File: src/rtl/dual_lfsr_pkg.sv
package dual_lfsr_pkg;
  typedef enum logic {
    FORM_SERIAL   = 1'b0,
    FORM_PARALLEL = 1'b1
  } lfsr_form_e;

  localparam int unsigned LFSR_W = 8;
endpackage

File: src/rtl/lfsr_core.sv
module lfsr_core
  import dual_lfsr_pkg::*;
#(
  parameter int unsigned   W         = 8,
  parameter lfsr_form_e    FORM      = FORM_SERIAL,
  parameter logic [W-1:0]  TAPS      = 8'h1D,
  parameter logic [W-1:0]  RESET_VAL = 8'h01
) (
  input  logic         clk,
  input  logic         rst,
  input  logic         step,
  input  logic         load,
  input  logic [W-1:0] load_val,
  output logic [W-1:0] state_o,
  output logic         bit_o,
  output logic         emit_o
);
  logic [W-1:0] nxt;
  logic         emit;

  generate
    if (FORM == FORM_SERIAL) begin : g_ser
      always_comb begin
        emit = ^(state_o & TAPS);
        nxt  = {emit, state_o[W-1:1]};
      end


      ser_shift_chk: assert property (@(posedge clk) disable iff (rst)
        (step && !load) |=> (state_o[W-2:0] == $past(state_o[W-1:1])));
    end else begin : g_par
      always_comb begin
        emit = state_o[0];
        nxt  = (state_o >> 1) ^ (emit ? TAPS : {W{1'b0}});
      end


      par_plain_shift_chk: assert property (@(posedge clk) disable iff (rst)
        (step && !load && !state_o[0]) |=> (state_o == ($past(state_o) >> 1)));
    end
  endgenerate

  always_ff @(posedge clk) begin
    if (rst) begin
      state_o <= RESET_VAL;
      bit_o   <= 1'b0;
    end else if (load) begin
      state_o <= load_val;
      bit_o   <= 1'b0;
    end else if (step) begin
      state_o <= nxt;
      bit_o   <= emit;
    end
  end

  assign emit_o = emit;


  core_hold_chk: assert property (@(posedge clk) disable iff (rst)
    (!step && !load) |=> ($stable(state_o) && $stable(bit_o)));


  core_nonzero_chk: assert property (@(posedge clk) disable iff (rst)
    (state_o != {W{1'b0}}));
endmodule

File: src/rtl/mismatch_tracker.sv
module mismatch_tracker (
  input  logic clk,
  input  logic rst,
  input  logic step,
  input  logic bit_a,
  input  logic bit_b,
  output logic flag
);
  always_ff @(posedge clk) begin
    if (rst)
      flag <= 1'b0;
    else if (step && (bit_a != bit_b))
      flag <= 1'b1;
  end


  flag_sticky_chk: assert property (@(posedge clk) disable iff (rst)
    flag |=> flag);


  flag_set_chk: assert property (@(posedge clk) disable iff (rst)
    (step && (bit_a != bit_b)) |=> flag);
endmodule

File: src/rtl/dual_lfsr_xcheck.sv
module dual_lfsr_xcheck
  import dual_lfsr_pkg::*;
#(
  parameter int unsigned          W         = LFSR_W,
  parameter logic [LFSR_W-1:0]    SER_TAPS  = 8'h1D,
  parameter logic [LFSR_W-1:0]    PAR_TAPS  = 8'hB8,
  parameter logic [LFSR_W-1:0]    START_VAL = 8'h01
) (
  input  logic         clk,
  input  logic         rst,
  input  logic         step_en,
  input  logic         seed_ld,
  input  logic [W-1:0] seed_val,
  output logic [W-1:0] ser_state,
  output logic [W-1:0] par_state,
  output logic         ser_bit,
  output logic         par_bit,
  output logic         bits_differ
);
  localparam logic [W-1:0] ZERO = {W{1'b0}};

  logic [W-1:0] safe_seed;
  logic         do_step;
  logic         ser_emit;
  logic         par_emit;

  assign safe_seed = (seed_val == ZERO) ? START_VAL : seed_val;
  assign do_step   = step_en & ~seed_ld;

  lfsr_core #(
    .W(W), .FORM(FORM_SERIAL), .TAPS(SER_TAPS), .RESET_VAL(START_VAL)
  ) u_ser (
    .clk(clk), .rst(rst), .step(do_step), .load(seed_ld),
    .load_val(safe_seed), .state_o(ser_state), .bit_o(ser_bit),
    .emit_o(ser_emit)
  );

  lfsr_core #(
    .W(W), .FORM(FORM_PARALLEL), .TAPS(PAR_TAPS), .RESET_VAL(START_VAL)
  ) u_par (
    .clk(clk), .rst(rst), .step(do_step), .load(seed_ld),
    .load_val(safe_seed), .state_o(par_state), .bit_o(par_bit),
    .emit_o(par_emit)
  );

  mismatch_tracker u_track (
    .clk(clk), .rst(rst), .step(do_step),
    .bit_a(ser_emit), .bit_b(par_emit), .flag(bits_differ)
  );


  load_same_chk: assert property (@(posedge clk) disable iff (rst)
    seed_ld |=> (ser_state == par_state) && !ser_bit && !par_bit);


  load_zero_chk: assert property (@(posedge clk) disable iff (rst)
    (seed_ld && (seed_val == ZERO)) |=> (ser_state == START_VAL));


  start_agree_chk: assert property (@(posedge clk) disable iff (rst)
    (!bits_differ && $past(!bits_differ)) |-> (ser_bit == par_bit));
endmodule

File: config.mk
export PLATFORM = sky130hd
export DESIGN_NAME = dual_lfsr_xcheck
export DESIGN_NICKNAME = d
export VERILOG_FILES = /design/src/rtl/dual_lfsr_pkg.sv /design/src/rtl/lfsr_core.sv /design/src/rtl/mismatch_tracker.sv /design/src/rtl/dual_lfsr_xcheck.sv
export SDC_FILE = /design/constraint.sdc
export NUM_CORES = 1
export LEC_CHECK = 0
export ABC_AREA = 0
export BUFFER_PORTS_ARGS = -buffer_cell sky130_fd_sc_hd__clkbuf_2
export CAP_MARGIN = 0
export CORE_ASPECT_RATIO = 0.9
export CORE_MARGIN = 3
export CORE_UTILIZATION = 40
export CTS_BUF_LIST = sky130_fd_sc_hd__clkbuf_4
export DETAILED_ROUTE_END_ITERATION = 7
export MAX_ROUTING_LAYER = met4
export PLACE_DENSITY = 0.72
export SYNTH_ARGS = -nofsm -noshare
export SYNTH_HDL_FRONTEND = slang
export SYNTH_HIERARCHICAL = 1
export SYNTH_SLANG_ARGS = --single-unit
File: constraint.sdc
create_clock -name clk -period 1.3 [get_ports clk]
set_input_delay 0.13 -clock clk [delete_from_list [all_inputs] [get_ports clk]]
set_output_delay 0.13 -clock clk [all_outputs]
set_load 0.02 [all_outputs]
Word-level counts from Yosys, hierarchy flattened
Index checks and enable logic that the tools add are counted.
- add/subtract/negate cells: 0
- multiply operators: 0
- div/mod/pow operators: 0
- order comparisons: 0
- equal/unequal tests: 1
- shift-type cells: 0
- muxes and demuxes: 6
- bitwise operators: 3
- reductions and logical operators: 5
- operators with widths (cell ; count):
    $mux W8 ; 6
    $logic_not A8 Y1 ; 1
    $reduce_xor A8 Y1 ; 1
    $xor A7 B8 Y8 ; 1
    $reduce_bool A2 Y1 ; 1
    $reduce_or A2 Y1 ; 1
    $and A1 B1 Y1 ; 1
    $logic_and A1 B1 Y1 ; 1
    $ne A1 B1 Y1 ; 1
    $not A1 Y1 ; 1
- register bits after elaboration: 19
- latch bits: 0
- memory bits (writable): 0
- bits in read-only memories: 0
- memories kept: 0

Logic depth before layout (Yosys ltp)
- depth after elaboration: 4
- depth in mapped cells: 5
- gate-level depth less buffers: 5

By module
Netlist, hierarchy kept.
- by module, submodules not included (module ; times used ; cells an instance ; area an instance (µm²) ; sequential area each (µm²)):
    lfsr_core at u_par ; 1 ; 46 ; 454.2 ; 180.2
    lfsr_core at u_ser ; 1 ; 44 ; 449.2 ; 180.2
    dual_lfsr_xcheck ; 1 ; 11 ; 57.6 ; 0.0
    mismatch_tracker ; 1 ; 5 ; 45.0 ; 20.0

Least setup slack after synthesis
OpenSTA, ideal clock, no wires.
- path kind: input-to-reg
- start: input step_en
- end: register u_ser.state_o[2]
- library setup time: 0.129 ns
- arrival: 1.123 ns
- data required time: 1.171 ns
- setup slack: 0.049 ns
- cell stages on the path: 5
- path buffers: 1
- path through: nor2b_1 buf_2 mux2_2 mux2i_1 nor2_1
- cells in the longest elaborated chain, start to end: 2
- ends and longest elaborated chain (element ; line ; source):
    from (decl) ; dual_lfsr_xcheck.sv:11 ; input logic step_en,
    $and A1 B1 Y1 ; dual_lfsr_xcheck.sv:28 ; assign do_step = step_en & ~seed_ld;
    $reduce_bool A2 Y1 (no line) ; - ;
    to (signal assigned) ; lfsr_core.sv:48 ; state_o <= load_val;
    to (signal assigned) ; lfsr_core.sv:51 ; state_o <= nxt;
    to (decl) ; lfsr_core.sv:14 ; output logic [W-1:0] state_o,
No other way between the ends.
A chain may end at the register's enable or synchronous reset.

Worst setup path after layout
- start: register u_ser.state_o[0]
- end: register u_ser.bit_o
- cells in the longest elaborated chain, start to end: 1
- ends and longest elaborated chain (element ; line ; source):
    $reduce_xor A8 Y1 ; lfsr_core.sv:24 ; emit = ^(state_o & TAPS);
    to (signal assigned) ; lfsr_core.sv:52 ; bit_o <= emit;
    to (decl) ; lfsr_core.sv:15 ; output logic bit_o,
No other way between the ends.

==> out/metrics.yaml <==
outcome: "finished clean"
p_sw_mw: 0.408
ant_nets: 0
critical_path_arrival_ns: 1.39
ys_ff_latch: 19
reg2reg_depth: 3
rr_startpoint: "u_ser/state_o[0]"
p_int_mw: 0.919
hold_viol_final: 0
holdCritStartpoint: "seed_val[6]"
grt_use_met2_pct: 24.1
viasPerCell: 5.22
final_common_cell: "clkbuf_2"
gr-usage-met1_pct: 21.5
cts_tree: "done"
rows: 16
hold_depth: 3
totalWireLength_um: 2370
antenna_found_initial: 0
post_drt_wl_per_cell_um: 14.7
vdd_drop_max_mv: 0.896
pre_cts_ws_ns: 0.0192
fin_skew_ns: 0.0108
dieWidth_um: 58.9
max-slew-margin-rel_pct: 80.8
grt_pass1_wl_um: 3670
pwr-share-comb_pct: 25.6
slew_viol_final: 0
grt_max_degree: 27
maxCapViolCount: 0
clockBufferDepth: 2
path_class: "register to register"
fin_crit_ns: 1.19
switching_share_pct: 30.7
core_area_um2: 2280
antennaDiodeCount: 0
drcViolationCount: 0
fmax_ghz: 0.842
holdBufCountCts: 0
syn_nets: 118
hold_path_end: "u_ser/state_o[6]"
min_path_type: "input port to register"
synth.top_cell.area_share_pct: 37.8
cts_buffers: 3
fillers: 228
synth_area_leaders: "dfxtp_1, mux2i_1, xnor2_1, mux2_2, clkbuf_1"
grt-busiest-layer: "met2"
htree_levels: 1
synth_cells: 106
r2r_slack_ns: 0.11
drt_iter0_drc: 26
p_leak_nw: 0.559
netlist_area_um2: 1010
regArea_um2: 382
clk_pin_slew_ns: 0.11
dpl.hpwl_um: 1810
fin_setup_tns_ns: 0
multi_input_area_um2: 543
firstDrtPassIters: 4
portBuffers: 30
yosysTopAreaCell: "dfxtp_1"
post-route-util_pct: 53.7
cp-start-kind: "register"
start_util_pct: 44.1
cts-root-buf: "clkbuf_4"
cts_num_sinks: 19
drive_gt1_share_pct: 38.1
setup-violations-final: 0
pwr-share-seq_pct: 50.0
final_cell_mix: "clkbuf_2, dfxtp_1, mux2i_1, buf_4, nor2_1"
path_max_fanout: 3
avgSynthCellArea_um2: 9.49
die-area_um2: 3150
grt_util_all_layers_pct: 16.5
worstSetupEndpointType: "register"
grt_use_met3_pct: 5.04
reg2reg_to: "u_ser/bit_o"
seq_area_frac_synth_pct: 37.8
grt_pass1_vias: 748
num_vias: 840
io-pin-count: 31
fin_nets: 147
ys_warn_count: 6
critPathRequiredTime_ns: 1.50
gr-total-overflow: 0
gp_congestion: 0.781
hold_ws_ns: 0.104
tightest_slew_ns: 0.289
clkLatencyLatePin_ns: 0.30
pwr-share-clk_pct: 24.4
syn_to_final_growth_pct: 21.8
power_density_nw_per_um2: 1080
die_y_um: 53.6
fin_ws_ns: 0.113
period_share_pct: 91.3
synth_cell_types: 29
==> logic make-up after synthesis <==
logic type | Yosys count | share of synthesized area [%]
flip-flops | 19 | 37.8
multiplexers | 20 | 20.8
AND/OR/NAND/NOR | 27 | 15.9
buffers and inverters | 20 | 8.95
XOR/XNOR | 7 | 6.09
AO/OA/AOI/OAI | 13 | 10.4
==> critical path, stage by stage (launching register included) <==
cell	delay, ns
dfxtp_1	0.34
xnor2_1	0.25
xnor2_2	0.13
a2111oi_2	0.36
==> worst max path at each step <==
stage,from,end,slack [ns],cells past startpoint
finish,u_ser/state_o[0],u_ser/bit_o,0.11,3
global route,u_ser/state_o[3],u_ser/bit_o,-0.02,3
CTS,u_par/state_o[0],par_state[0],0.06,1
detailed placement,step_en,u_ser/state_o[2],0.02,6
global placement,step_en,u_ser/state_o[0],0.08,6
floorplan,step_en,u_ser/state_o[2],0.05,5
==> layer usage <==
layer / up-vias / part of all wire [%]
met5: - / 0
li1: 424 / -
met2: 18 / 47
met4: 0 / 1.5
met3: 4 / 4.6
met1: 394 / 47
==> layout make-up <==
cell class | count | share of cell area, %
clock buffers | 4 | 2.45
multi-input cells | 67 | 44.3
flip-flops and latches | 19 | 31.2
well taps | 27 | 2.76
inverters | 5 | 1.53
repair buffers | 39 | 17.8
==> per-stage QoR <==
| step | instances | total power [mW] | instance area (µm²) |
|---|---|---|---|
| 6_report | 161 | 1.33 | 1220 |
| 5_1_grt | 161 | 1.41 | 1220 |
| 4_1_cts | 161 | 1.32 | 1220 |
| 3_5_place_dp | 157 | 1.01 | 1190 |
| 3_3_place_gp | 157 | 0.999 | 1190 |
| 2_1_floorplan | 106 | 0.900 | 1010 |
==> flip-flops by register name (all words and copies together) (netlist names) <==
name           cells
u_ser/state_o      8
u_par/state_o      8
u_track/flag       1
u_par/bit_o        1
u_ser/bit_o        1
==> power groups by stage <==
stage / Combinational [mW] / Sequential (mW) / Clock, mW
final: 0.339 / 0.664 / 0.324
after global routing: 0.367 / 0.670 / 0.369
after CTS: 0.333 / 0.663 / 0.330
after detailed placement: 0.332 / 0.676 / 0
after global placement: 0.325 / 0.674 / 0
after floorplan: 0.184 / 0.716 / 0
==> synth_stat cells, drive strengths merged <==
library cell	n
inv	5
a21oi	1
clkbuf	9
nor4	1
xnor2	7
a211oi	4
or4b	3
a21o	1
nor3	2
o41ai	1
nand2b	1
or3b	1
a2111oi	1
mux2	7
o22ai	1
dfxtp	19
nand2	4
mux2i	13
nor4b	1
o221ai	3
a31oi	1
nor2	8
nor3b	1
nor2b	5
buf	6
==> what timing repair did <==
action                                  in CTS  in global routing
gates resized for setup                      0                  2
buffers inserted                             0                  0
endpoints found under the setup margin       0                  3
endpoints found under the hold margin        0                  0
Note: power is estimated with default switching activity, not from simulation.
